[src/rtl/coef_pkg.sv]
package coef_pkg;
  localparam int AW    = 8;
  localparam int DW    = 8;
  localparam int CW    = 32;
  localparam int NCOEF = 7;
  localparam int BPC   = CW / DW;
  localparam int BW    = $clog2(BPC);
  localparam int IW    = $clog2(NCOEF);

  // Group bases must be aligned to BPC bytes.
  localparam logic [AW-1:0] GRP_BASE [NCOEF] =
    '{8'h08, 8'h0C, 8'h18, 8'h1C, 8'h48, 8'h4C, 8'h50};
  localparam logic [CW-1:0] GRP_RST [NCOEF] =
    '{32'h7FFF_FFFF, 32'h0, 32'h0, 32'h7FFF_FFFF, 32'h7FFF_FFFF, 32'h0, 32'h0};

  typedef struct packed {
    logic          hit;
    logic [IW-1:0] idx;
    logic [BW-1:0] bsel;
  } slot_t;

  function automatic slot_t slot_of(input logic [AW-1:0] a);
    slot_t s;
    s = '0;
    for (int i = 0; i < NCOEF; i++) begin
      if (a[AW-1:BW] == GRP_BASE[i][AW-1:BW]) begin
        s.hit = 1'b1;
        s.idx = IW'(i);
      end
    end
    s.bsel = a[BW-1:0];
    return s;
  endfunction
endpackage

[src/rtl/coef_addr_dec.sv]
module coef_addr_dec
  import coef_pkg::*;
(
  input  logic [AW-1:0] addr,
  output slot_t         slot,
  output logic          is_page
);
  always_comb begin
    slot    = slot_of(addr);
    is_page = (addr == '0);
  end
endmodule

[src/rtl/coef_wr_seq.sv]
module coef_wr_seq
  import coef_pkg::*;
(
  input  logic              clk,
  input  logic              rst,
  input  logic              wr_en,
  input  slot_t             slot,
  input  logic [DW-1:0]     wdata,
  output logic [NCOEF*CW-1:0] live_flat
);
  logic [CW-1:0] live [NCOEF];
  logic [DW-1:0] stage [BPC-1];
  logic          seq_on;
  logic [IW-1:0] seq_idx;
  logic [BW-1:0] seq_next;
  logic [CW-1:0] cand;
  logic          in_order;

  always_comb begin
    cand = '0;
    for (int k = 0; k < BPC-1; k++)
      cand[CW-1-k*DW -: DW] = stage[k];
    cand[DW-1:0] = wdata;
    in_order = slot.hit && seq_on && (slot.idx == seq_idx) && (slot.bsel == seq_next);
  end

  // Staging bytes carry no reset: only a committed value is observable.
  always_ff @(posedge clk) begin
    if (wr_en && slot.hit && (slot.bsel != BW'(BPC-1)))
      stage[int'(slot.bsel)] <= wdata;
  end

  always_ff @(posedge clk) begin
    if (rst) begin
      seq_on   <= 1'b0;
      seq_idx  <= '0;
      seq_next <= '0;
      for (int i = 0; i < NCOEF; i++) live[i] <= GRP_RST[i];
    end else if (wr_en) begin
      if (slot.hit && slot.bsel == '0) begin
        seq_on   <= 1'b1;
        seq_idx  <= slot.idx;
        seq_next <= BW'(1);
      end else if (in_order) begin
        if (slot.bsel == BW'(BPC-1)) begin
          live[slot.idx] <= cand;
          seq_on         <= 1'b0;
        end else begin
          seq_next <= seq_next + BW'(1);
        end
      end else begin
        seq_on <= 1'b0;
      end
    end
  end

  for (genvar g = 0; g < NCOEF; g++) begin : g_flat
    assign live_flat[g*CW +: CW] = live[g];
  end
endmodule

[src/rtl/coef_rd_port.sv]
module coef_rd_port
  import coef_pkg::*;
(
  input  logic                clk,
  input  logic                rst,
  input  logic                rd_en,
  input  logic                rd_first,
  input  logic                rd_spi,
  input  logic [AW-1:0]       rd_addr,
  input  logic [NCOEF*CW-1:0] live_flat,
  input  logic [DW-1:0]       page,
  output logic [DW-1:0]       rd_data,
  output logic                rd_valid
);
  logic [AW-1:0] ptr;
  logic [AW-1:0] cur;
  logic [DW-1:0] val;
  logic          filler;
  slot_t         s;
  logic          s_page;

  assign cur    = rd_first ? rd_addr : ptr;
  assign filler = rd_first && rd_spi;

  coef_addr_dec u_dec (.addr(cur), .slot(s), .is_page(s_page));

  always_comb begin
    if (s_page)     val = page;
    else if (s.hit) val = live_flat[int'(s.idx)*CW + (BPC-1-int'(s.bsel))*DW +: DW];
    else            val = '0;
  end

  always_ff @(posedge clk) begin
    if (rst) begin
      rd_valid <= 1'b0;
      rd_data  <= '0;
      ptr      <= '0;
    end else begin
      rd_valid <= rd_en;
      if (rd_en) begin
        rd_data <= filler ? '0 : val;
        ptr     <= filler ? rd_addr : AW'(cur + AW'(1));
      end
    end
  end
endmodule

[src/rtl/coef_bank.sv]
module coef_bank
  import coef_pkg::*;
(
  input  logic                clk,
  input  logic                rst,
  input  logic                wr_en,
  input  logic [7:0]          wr_addr,
  input  logic [7:0]          wr_data,
  input  logic                rd_en,
  input  logic                rd_first,
  input  logic                rd_spi,
  input  logic [7:0]          rd_addr,
  output logic [7:0]          rd_data,
  output logic                rd_valid,
  output logic [7:0]          page_o,
  output logic [NCOEF*CW-1:0] coef_o
);
  slot_t wslot;
  logic  w_page;

  coef_addr_dec u_wdec (.addr(wr_addr), .slot(wslot), .is_page(w_page));

  coef_wr_seq u_wseq (
    .clk(clk), .rst(rst), .wr_en(wr_en), .slot(wslot),
    .wdata(wr_data), .live_flat(coef_o)
  );

  always_ff @(posedge clk) begin
    if (rst)                  page_o <= '0;
    else if (wr_en && w_page) page_o <= wr_data;
  end

  coef_rd_port u_rport (
    .clk(clk), .rst(rst), .rd_en(rd_en), .rd_first(rd_first), .rd_spi(rd_spi),
    .rd_addr(rd_addr), .live_flat(coef_o), .page(page_o),
    .rd_data(rd_data), .rd_valid(rd_valid)
  );
endmodule

[config.mk]
export PLATFORM = sky130hd
export DESIGN_NAME = coef_bank
export DESIGN_NICKNAME = d
export VERILOG_FILES = /design/src/rtl/coef_pkg.sv /design/src/rtl/coef_addr_dec.sv /design/src/rtl/coef_wr_seq.sv /design/src/rtl/coef_rd_port.sv /design/src/rtl/coef_bank.sv
export SDC_FILE = /design/constraint.sdc
export NUM_CORES = 1
export LEC_CHECK = 0
export BUFFER_PORTS_ARGS = -buffer_cell sky130_fd_sc_hd__buf_2
export CORE_ASPECT_RATIO = 0.7
export CORE_MARGIN = 4
export CORE_UTILIZATION = 45
export CTS_CLUSTER_DIAMETER = 150
export CTS_CLUSTER_SIZE = 28
export DETAILED_ROUTE_END_ITERATION = 8
export HOLD_SLACK_MARGIN = 0.1
export PLACE_DENSITY = 0.67
export SLEW_MARGIN = 40
export SYNTH_ARGS = -nofsm -noshare
export SYNTH_HDL_FRONTEND = slang
export SYNTH_HIERARCHICAL = 1
export SYNTH_SLANG_ARGS = --single-unit
[constraint.sdc]
create_clock -name clk -period 10.05 [get_ports clk]
set_input_delay 1.005 -clock clk [delete_from_list [all_inputs] [get_ports clk]]
set_output_delay 1.005 -clock clk [all_outputs]
set_load 0.02 [all_outputs]
==> results.json, run 1 <==
{
  "dpl_worst_slack_ns": 4.384,
  "tns_ns": 0,
  "hold_viol": 0,
  "fin_nets": 1337,
  "switchingPower_mw": 0.5406,
  "floorplan.die_area_um2": 32910,
  "seqPwrFrac_pct": 60.2,
  "avgSynthCellArea_um2": 12.21,
  "p_leak_nw": 5.052,
  "drt_wl_total_um": 48490,
  "drc": 0,
  "clkTransAtPathRegs_ns": 0.11,
  "post-cts-setup-buffers": 0,
  "synth_adder_area_share_pct": 0.09258,
  "cp_num_cells": 10,
  "ys_types": 72,
  "yosys.area_share.simple_pct": 16.58,
  "hold_ws_ns": 0.4986,
  "ir_drop_v": 0.0001012,
  "rsz0062_at_grt": "no",
  "drt_iter0_drc": 1683,
  "place_hpwl_um": 33810,
  "criticalPathCategory": "primary input to register",
  "ys.flop_type": "edfxtp_1",
  "yosysTopAreaCellShare_pct": 48.00,
  "critPathTopFamily": "simple AND/OR/NAND/NOR gates",
  "cts_tree": "yes",
  "seq_area_frac_synth_pct": 57.33,
  "min_path_type": "register to register",
  "fin_crit_sh_pct": 48.72,
  "cts_made_buffers": 13,
  "antenna_left": 0,
  "cts_resized": 0,
  "synth_fp_nets": 1138,
  "io_buffers": 270,
  "outcome": "complete, no violations",
  "synth_xor_area_share_pct": 0.5185,
  "intPower_mw": 1.575,
  "grt_max_degree": 68,
  "cts_max_level": 1,
  "critPathBufInv": 4,
  "end_kind": "register",
  "netlist_top_cells_area": "edfxtp_1 48%, dfxtp_1 9.3%, mux2i_1 3.3%",
  "drtPass1Iterations": 5,
  "die_w_um": 215.1,
  "syn_inst": 1107,
  "vias": 10750,
  "slew_headroom_pct": 39.37,
  "fp.coreArea_um2": 29210,
  "fmax_ghz": 0.2043,
  "fin_crit_ns": 4.896,
  "insertion_delay_ns": 0.51,
  "place.gp.congestion": 0.8857,
  "setup_violations": 0,
  "power.density_nw_per_um2": 137.0,
  "pin_count": 271,
  "grt_pass1_wl_um": 69550,
  "clk_path_buf_depth": 3,
  "syn2layout_area_growth_pct": 14.29,
  "grt_pass1_vias": 10200,
  "synthesis.area_um2": 13510,
  "holdBufCountCts": 0,
  "synth_largest_area_cell": "edfxtp_1",
  "cp-start-kind": "primary input",
  "synth_mux_area_share_pct": 10.22,
  "worst_slew_pin_slew_ns": 0.9056,
  "fp.dieH_um": 153.0,
  "whs_path_depth": 2,
  "track_usage_pct": 28.00,
  "drv_cap": 0,
  "layout-drive-gt1-share_pct": 32.06,
  "clock_skew_ns": 0.02891,
  "synth.ff_latch_count": 279,
  "critical_path.max_fanout": 66,
  "cp.arrival_ns": 5.08,
  "antenna_found_initial": 1,
  "dp_cells": 1668,
  "rows": 52,
  "cts-root-buf": "clkbuf_16",
  "cp_slowest_cell": "or4_4",
  "drv_slew": 0,
  "synth_compound_area_share_pct": 9.582,
  "grt_overflow": 0,
  "reg2reg_depth": 10,
  "cp.required_ns": 10.23,
  "fin_cells": 1692,
  "switching_share_pct": 25.55,
  "clockPowerShare_pct": 29.0,
  "cp_cell_sequence": "buf_2 -> or3b_1 -> a211oi_2 -> xnor2_1 -> nand4_1 -> buf_4 -> or4_4 -> buf_6 -> o21bai_2 -> buf_4",
  "cts.sinks": 279,
  "synth_edf_count": 216,
  "start_util_pct": 46.26,
  "share_comb_of_total_power_pct": 10.8,
  "synth_top_family_by_area": "simple AND/OR/NAND/NOR gates",
  "yosysWarnings": 6,
  "synth-async-reset-ratio_pct": 0,
  "max_stage_delay_ns": 0.58,
  "wl_per_cell_um": 28.66,
  "vias_per_cell": 6.351,
  "crit_top_cell": "buf_4",
  "fin_ws_ns": 5.154
}
==> cells in the mapped netlist (all sizes together) (3+ instances only) <==
master / count
mux2i: 45
nor3: 72
a22o: 4
mux2: 17
nor3b: 7
o21ai: 18
nor2: 19
xor2: 5
a21oi: 55
and3: 3
inv: 48
a221oi: 9
or4: 6
xnor2: 3
a32o: 4
or3b: 4
nand3: 88
and2: 3
clkbuf: 71
nand2: 60
nand2b: 11
nor4: 40
edfxtp: 216
nor2b: 5
o31ai: 37
nand3b: 8
a311oi: 6
nand4: 36
o22ai: 3
a22oi: 3
a31oi: 8
a21bo: 10
or2: 5
mux4: 31
dfxtp: 63
a211oi: 9
o2111ai: 4
buf: 44
==> placed cells by master (no fill, tap or decap), types with 18 or more instances in the layout <==
cell	synthesis	routed
mux4_2	20	20
dfxtp_1	63	63
nor3_2	38	39
edfxtp_1	216	216
o31ai_1	37	37
nor4_1	37	34
nand3_1	88	88
nor2_1	19	18
mux2i_1	45	45
nand4_1	36	36
inv_1	48	47
a21oi_1	54	54
buf_2	16	270
nand2_1	60	60
buf_4	13	27
nor3_1	34	33
==> flip-flops by register name, indices dropped and copies added (netlist names) <==
| signal | cells |
|---|---|
| u_wseq/live | 224 |
| u_wseq/stage | 24 |
| page_o | 8 |
| u_rport/ptr | 8 |
| u_rport/rd_data | 8 |
| u_wseq/seq_idx | 3 |
| u_wseq/seq_next | 2 |
| u_rport/rd_valid | 1 |
| u_wseq/seq_on | 1 |
==> through the flow <==
step	power, mW	utilization [%]	instance area [um^2]
after global placement	1.520	51.44	15030
after detailed placement	1.522	51.51	15050
after floorplan	1.438	-	13510
after global routing	2.176	52.86	15440
after CTS	2.115	52.75	15410
final	2.116	52.87	15440
==> cells by family (layout without fill, tap and decap cells) <==
family	after synthesis	after routing
flip-flops	279	279
adder cells (fa/ha/maj)	1	1
multiplexers	93	93
AO/OA/AOI/OAI	187	187
buffers and inverters	163	369
AND/OR/NAND/NOR	376	376
XOR/XNOR	8	8
other	0	1
==> worst reg2reg max path: cells and delay by family, from the launching register on <==
family	cells	cell delay [ns]
simple gates	1	0.33
flops	1	0.39
compound gates	5	1.85
buf+inv	2	0.71
mux	2	0.52
==> area by class of cell <==
type,instances,area [um^2]
timing repair buffer,299,1585
clock buffer,21,355.3
antenna,1,2.502
inverter,48,180.2
sequential,279,7747
fill,2613,13770
multi-input combinational,665,5092
tap,378,473.0
clock inverter,1,8.758
==> metal layers <==
layer	share of wire (%)	track usage, %	vias to the layer above
met2	43	41.20	721
met4	2.6	6.131	2
li1	-	-	4664
met5	0.027	0	-
met1	41	40.21	5287
met3	14	9.982	72
==> worst paths after layout <==
path | from | to | slack, ns
setup reg to reg | u_rport/ptr[5] | u_rport/rd_data[1] | 6.11
setup / recovery | wr_addr[3] | u_wseq/live[1][10] | 5.15
hold / removal | u_wseq/live[6][11] | u_wseq/live[6][11] | 0.50
hold reg to reg | u_wseq/live[6][11] | u_wseq/live[6][11] | 0.50
==> power by group through the flow <==
stage,registers (mW),clock network [mW],logic [mW]
finish,1.27,0.613,0.228
global route,1.28,0.659,0.240
CTS,1.27,0.618,0.223
detailed placement,1.30,0,0.222
global placement,1.30,0,0.219
floorplan,1.32,0,0.122
Note: power is estimated with default switching activity, not from simulation.
==> run 2, diff against run 1 <==
--- a/config.mk
+++ b/config.mk
@@ -5,6 +5,7 @@
 export SDC_FILE = /design/constraint.sdc
 export NUM_CORES = 1
 export LEC_CHECK = 0
+export ABC_AREA = 1
 export BUFFER_PORTS_ARGS = -buffer_cell sky130_fd_sc_hd__buf_2
 export CORE_ASPECT_RATIO = 0.7
 export CORE_MARGIN = 4
==> constraint.sdc (replaced) <==
create_clock -name clk -period 4.6 [get_ports clk]
set_input_delay 0.46 -clock clk [delete_from_list [all_inputs] [get_ports clk]]
set_output_delay 0.46 -clock clk [all_outputs]
set_load 0.02 [all_outputs]
==> results.json, run 2 <==
{
  "crit_top_cell": "nand2_1",
  "insertion_delay_ns": 0.50,
  "grt_pass1_vias": 11530,
  "cts_tree": "yes",
  "max_stage_delay_ns": 0.53,
  "end_kind": "register",
  "netlist_top_cells_area": "edfxtp_1 48%, nand2_1 16%, dfxtp_1 9.2%",
  "cts_max_level": 1,
  "synth_fp_nets": 1734,
  "p_leak_nw": 6.793,
  "grt_overflow": 0,
  "syn_inst": 1703,
  "critical_path.max_fanout": 17,
  "cp_cell_sequence": "inv_1 -> o21ai_1 -> inv_1 -> nor2_2 -> nand2_1 -> o21ai_2 -> inv_2 -> nor2_2 -> nand3_1 -> nand2_1 -> inv_1 -> nand2_1 -> nand3_1 -> nand2_1 -> nand2_1 -> a21oi_1",
  "die_w_um": 216.2,
  "seq_area_frac_synth_pct": 56.74,
  "largest_reg_flops": 224,
  "cts-root-buf": "clkbuf_16",
  "critPathTopFamily": "simple AND/OR/NAND/NOR gates",
  "synth_mux_area_share_pct": 0,
  "yosys.area_share.simple_pct": 30.72,
  "track_usage_pct": 28.74,
  "worst_slew_pin_slew_ns": 0.8263,
  "fin_crit_ns": 2.818,
  "power.density_nw_per_um2": 302.5,
  "synth_largest_area_cell": "edfxtp_1",
  "drtPass1Iterations": 6,
  "rsz0062_at_grt": "no",
  "post-cts-setup-buffers": 0,
  "grt_pass1_wl_um": 73270,
  "fin_nets": 1956,
  "antenna_found_initial": 0,
  "hold_viol": 0,
  "ys_types": 32,
  "yosysTopAreaCellShare_pct": 47.50,
  "yosysWarnings": 6,
  "ir_drop_v": 0.0001900,
  "num_antenna_cells": 0,
  "drc": 0,
  "place.gp.congestion": 0.9641,
  "synthesis.area_um2": 13650,
  "final_common_cell": "nand2_1",
  "final_area_um2": 15670,
  "synth.ff_latch_count": 279,
  "slew_headroom_pct": 44.83,
  "cp_slowest_cell": "nor2_2",
  "cts_resized": 0,
  "cts.sinks": 279,
  "fp.coreArea_um2": 29970,
  "drt_wl_total_um": 49670,
  "placed_area_um2": 15300,
  "drv_slew": 0,
  "setup_violations": 0,
  "avgSynthCellArea_um2": 8.018,
  "holdBufCountCts": 0,
  "start_util_pct": 45.55,
  "vias_per_cell": 5.347,
  "rows": 53,
  "fp.dieH_um": 153.7,
  "criticalPathCategory": "register to register",
  "outcome": "complete, no violations",
  "drt_iter0_drc": 1830,
  "top_register": "u_wseq/live",
  "final_cell_mix": "585 x nand2_1, 270 x buf_2, 216 x edfxtp_1, 213 x nor2_1, 206 x inv_1",
  "tns_ns": 0,
  "syn2layout_area_growth_pct": 14.75,
  "largestRegisters": "u_wseq/live x224, u_wseq/stage x24",
  "io_buffers": 270,
  "fin_crit_sh_pct": 61.27,
  "grt_max_degree": 85,
  "synth_compound_area_share_pct": 2.437,
  "synth-async-reset-ratio_pct": 0,
  "drv_cap": 0,
  "ys.flop_type": "edfxtp_1",
  "clk_path_buf_depth": 3,
  "cts_made_buffers": 13,
  "clkTransAtPathRegs_ns": 0.12,
  "critPathBufInv": 4,
  "cp.arrival_ns": 3.24,
  "fmax_ghz": 0.3548,
  "yosysMostFrequentCell": "nand2_1",
  "cp.required_ns": 5.03,
  "synth_adder_area_share_pct": 0.09163,
  "wl_per_cell_um": 21.20,
  "synthTopCellsByCount": "587 x nand2_1, 216 x edfxtp_1, 215 x nor2_1",
  "place_hpwl_um": 37060,
  "min_path_type": "primary input to register",
  "floorplan.die_area_um2": 33240,
  "synth_xor_area_share_pct": 0.06414,
  "vias": 12530,
  "synth_top_family_by_area": "simple AND/OR/NAND/NOR gates",
  "cp-start-kind": "register",
  "pin_count": 271,
  "antenna_left": 0,
  "clock_skew_ns": 0.01482,
  "synth_edf_count": 216,
  "layout-drive-gt1-share_pct": 18.75
}
## run 2: final timing paths
check	from	endpoint	slack, ns	cells past startpoint
worst max-delay path	u_rport/ptr[3]	u_rport/rd_data[0]	1.78	16
worst min-delay path	wr_data[4]	u_wseq/stage[2][4]	0.22	1
worst max register to register	u_rport/ptr[3]	u_rport/rd_data[0]	1.78	16
worst min register to register	u_rport/ptr[7]	u_rport/ptr[7]	0.47	2
## run 2: through the flow
step | instances | hold WS (ns) | power, mW | utilization [%] | setup WS [ns]
final | 2343 | 0.2228 | 4.741 | 52.28 | 1.782
after floorplan | 1703 | 0.4422 | 3.193 | - | 1.118
after detailed placement | 2322 | 0.4563 | 3.415 | 51.04 | 1.333
after global placement | 2322 | 0.4536 | 3.411 | 51.04 | 1.405
after CTS | 2343 | 0.2131 | 4.736 | 52.28 | 1.857
after global routing | 2343 | 0.2188 | 4.893 | 52.28 | 1.525
## run 2: worst reg2reg max path, delay by kind of cell (launching register included)
kind            cells  cell delay [ns]
buf+inv             4             0.39
simple gates        9             1.37
flops               1             0.33
compound gates      3             0.67
## run 2: per-layer routing
metal / track usage, % / wire, um
met5: 0 / 0
met4: 5.544 / 1027
met3: 6.914 / 5974
met2: 41.64 / 20910
met1: 44.20 / 21760
## run 2: layout make-up
class / count / area [um^2]
tap: 412 / 515.5
sequential: 279 / 7747
clock inverter: 1 / 17.52
fill: 2953 / 14310
clock buffer: 20 / 351.6
multi-input combinational: 1094 / 4564
timing repair buffer: 295 / 1564
inverter: 242 / 908.4
## run 2: cell families (layout without fill, tap and decap cells)
kind of cell | count (synthesis) | after routing
buffers and inverters | 330 | 558
AO/OA/AOI/OAI | 63 | 63
XOR/XNOR | 1 | 1
flip-flops | 279 | 279
AND/OR/NAND/NOR | 1029 | 1029
adder cells (fa/ha/maj) | 1 | 1
## run 2: where the power goes
| group | switching, mW | internal, mW |
|---|---|---|
| clock | 0.799 | 0.568 |
| sequential | 0.0357 | 2.75 |
| combinational | 0.444 | 0.146 |
==> run 3, diff against run 2 <==
==> constraint.sdc (replaced) <==
create_clock -name clk -period 2.8 [get_ports clk]
set_input_delay 0.28 -clock clk [delete_from_list [all_inputs] [get_ports clk]]
set_output_delay 0.28 -clock clk [all_outputs]
set_load 0.02 [all_outputs]
==> results.json, run 3 (synthesis gave the netlist of run 2 again) <==
{
  "fin_crit_ns": 2.456,
  "final_common_cell": "nand2_1",
  "clkTransAtPathRegs_ns": 0.11,
  "layout-drive-gt1-share_pct": 19.60,
  "rows": 53,
  "final_cell_mix": "583 x nand2_1, 270 x buf_2, 216 x edfxtp_1, 213 x nor2_1, 206 x inv_1",
  "floorplan.die_area_um2": 33240,
  "reg2reg_depth": 13,
  "switchingPower_mw": 2.085,
  "critical_path.max_fanout": 8,
  "power.density_nw_per_um2": 485.5,
  "p_leak_nw": 7.013,
  "fin_crit_sh_pct": 87.72,
  "grt_pass1_vias": 11800,
  "cp_slowest_cell": "dlygate4sd3_1",
  "insertion_delay_ns": 0.50,
  "rsz0062_at_grt": "no",
  "cp.arrival_ns": 2.89,
  "top_register": "u_wseq/live",
  "dpl_worst_slack_ns": 0.1806,
  "drt_wl_total_um": 49740,
  "intPower_mw": 5.739,
  "grt_max_degree": 47,
  "grt_pass1_wl_um": 74060,
  "antenna_found_initial": 0,
  "switching_share_pct": 26.65,
  "fin_ws_ns": 0.3438,
  "io_buffers": 270,
  "vias_per_cell": 5.257,
  "fp.coreArea_um2": 29970,
  "cts_tree": "yes",
  "clock_skew_ns": 0.02176,
  "min_path_type": "primary input to register",
  "cp.required_ns": 3.24,
  "tns_ns": 0,
  "cp-start-kind": "primary input",
  "cts.sinks": 279,
  "fin_nets": 1989,
  "cts_max_level": 1,
  "grt_overflow": 0,
  "place_hpwl_um": 37710,
  "cts_made_buffers": 13,
  "fmax_ghz": 0.4071,
  "r2r_end": "u_rport/rd_data[3]",
  "largest_reg_flops": 224,
  "worstSetupEndpoint": "u_rport/rd_data[3]",
  "outcome": "complete, no violations",
  "max_stage_delay_ns": 0.53,
  "drt_iter0_drc": 1495,
  "drv_cap": 0,
  "drc": 0,
  "crit_top_cell": "nand2_1",
  "hold_viol": 0,
  "syn2layout_area_growth_pct": 18.02,
  "worst_slew_pin_slew_ns": 0.5846,
  "drtPass1Iterations": 5,
  "post-cts-setup-buffers": 0,
  "place.gp.congestion": 0.9158,
  "antenna_left": 0,
  "placed_area_um2": 15630,
  "share_comb_of_total_power_pct": 13.2,
  "clockPowerShare_pct": 28.4,
  "final_area_um2": 16110,
  "end_kind": "register",
  "cp_cell_sequence": "dlygate4sd3_1 -> buf_2 -> inv_1 -> o21ai_1 -> inv_1 -> nor2_1 -> nand3_1 -> o21ai_2 -> inv_2 -> nor2_2 -> buf_4 -> nand3_1 -> nand2_1 -> inv_1 -> nand2_1 -> nand3_1 -> nand2_1 -> nand2_1 -> a21oi_1",
  "num_antenna_cells": 0,
  "drv_slew": 0,
  "slew_headroom_pct": 60.61,
  "pin_count": 271,
  "reg2reg_slack_ns": 0.36,
  "r2r-start": "u_rport/ptr[7]",
  "fp.dieH_um": 153.7,
  "largestRegisters": "u_wseq/live x224, u_wseq/stage x24",
  "hold_start": "rd_addr[3]",
  "track_usage_pct": 29.14,
  "criticalPathCategory": "primary input to register",
  "crit_start": "rd_addr[4]",
  "wl_per_cell_um": 20.93,
  "seqPwrFrac_pct": 58.4,
  "clk_path_buf_depth": 3,
  "ir_drop_v": 0.0003338,
  "setup_violations": 0,
  "cts-root-buf": "clkbuf_16",
  "die_w_um": 216.2,
  "fillers": 2886,
  "cts_resized": 0,
  "vias": 12490,
  "start_util_pct": 45.55
}
[run 3: worst min path at each step]
| stage | depth (start not counted) | end | slack, ns |
|---|---|---|---|
| finish | 3 | u_rport/ptr[3] | 0.14 |
| global route | 1 | u_wseq/stage[1][3] | 0.13 |
| CTS | 1 | u_wseq/stage[1][3] | 0.12 |
| detailed placement | 2 | u_rport/ptr[7] | 0.46 |
| global placement | 2 | u_rport/ptr[6] | 0.45 |
| floorplan | 1 | u_rport/rd_data[5] | 0.35 |
[run 3: layer usage]
metal / GRT usage [%] / vias to the layer above / share of wire (%)
met5: 0 / - / 0
met4: 4.935 / 0 / 1.9
met3: 6.183 / 48 / 12
met2: 42.51 / 753 / 42
met1: 45.44 / 5863 / 44
li1: - / 5826 / -
[run 3: metrics by stage]
stage	hold WS (ns)	util (%)	total power, mW	cells
2_1_floorplan	0.3491	-	5.245	1703
5_1_grt	0.1254	53.76	8.097	2376
6_report	0.1418	53.76	7.823	2376
4_1_cts	0.1244	53.76	7.827	2376
3_5_place_dp	0.4565	52.13	5.657	2343
3_3_place_gp	0.4536	52.13	5.654	2343
[run 3: power by group through the flow]
| stage | Sequential, mW | Combinational [mW] | Clock (mW) |
|---|---|---|---|
| 2_1_floorplan | 4.72 | 0.525 | 0 |
| 3_3_place_gp | 4.66 | 0.995 | 0 |
| 3_5_place_dp | 4.66 | 0.998 | 0 |
| 4_1_cts | 4.57 | 1.02 | 2.24 |
| 5_1_grt | 4.57 | 1.12 | 2.40 |
| 6_report | 4.57 | 1.03 | 2.22 |
[run 3: what timing repair did]
| item | CTS | global route |
|---|---|---|
| endpoints found under the hold margin | 16 | 0 |
| endpoints found under the setup margin | 0 | 0 |
| hold buffers | 12 | 0 |
[run 3: worst max-delay path, delay by kind of cell]
kind	cells	cell delay, ns
and+or+nand+nor	9	0.92
AOI/OAI and AO/OA	3	0.56
buffers and inverters	7	1.13
[run 3: cell type report]
type	count	area, um^2	area share (%)
clock inverter	1	17.52	0.1087
sequential	279	7747	48.08
clock buffer	20	351.6	2.182
tap	412	515.5	3.199
multi-input combinational	1094	4569	28.36
timing repair buffer	328	2004	12.44
inverter	242	908.4	5.637
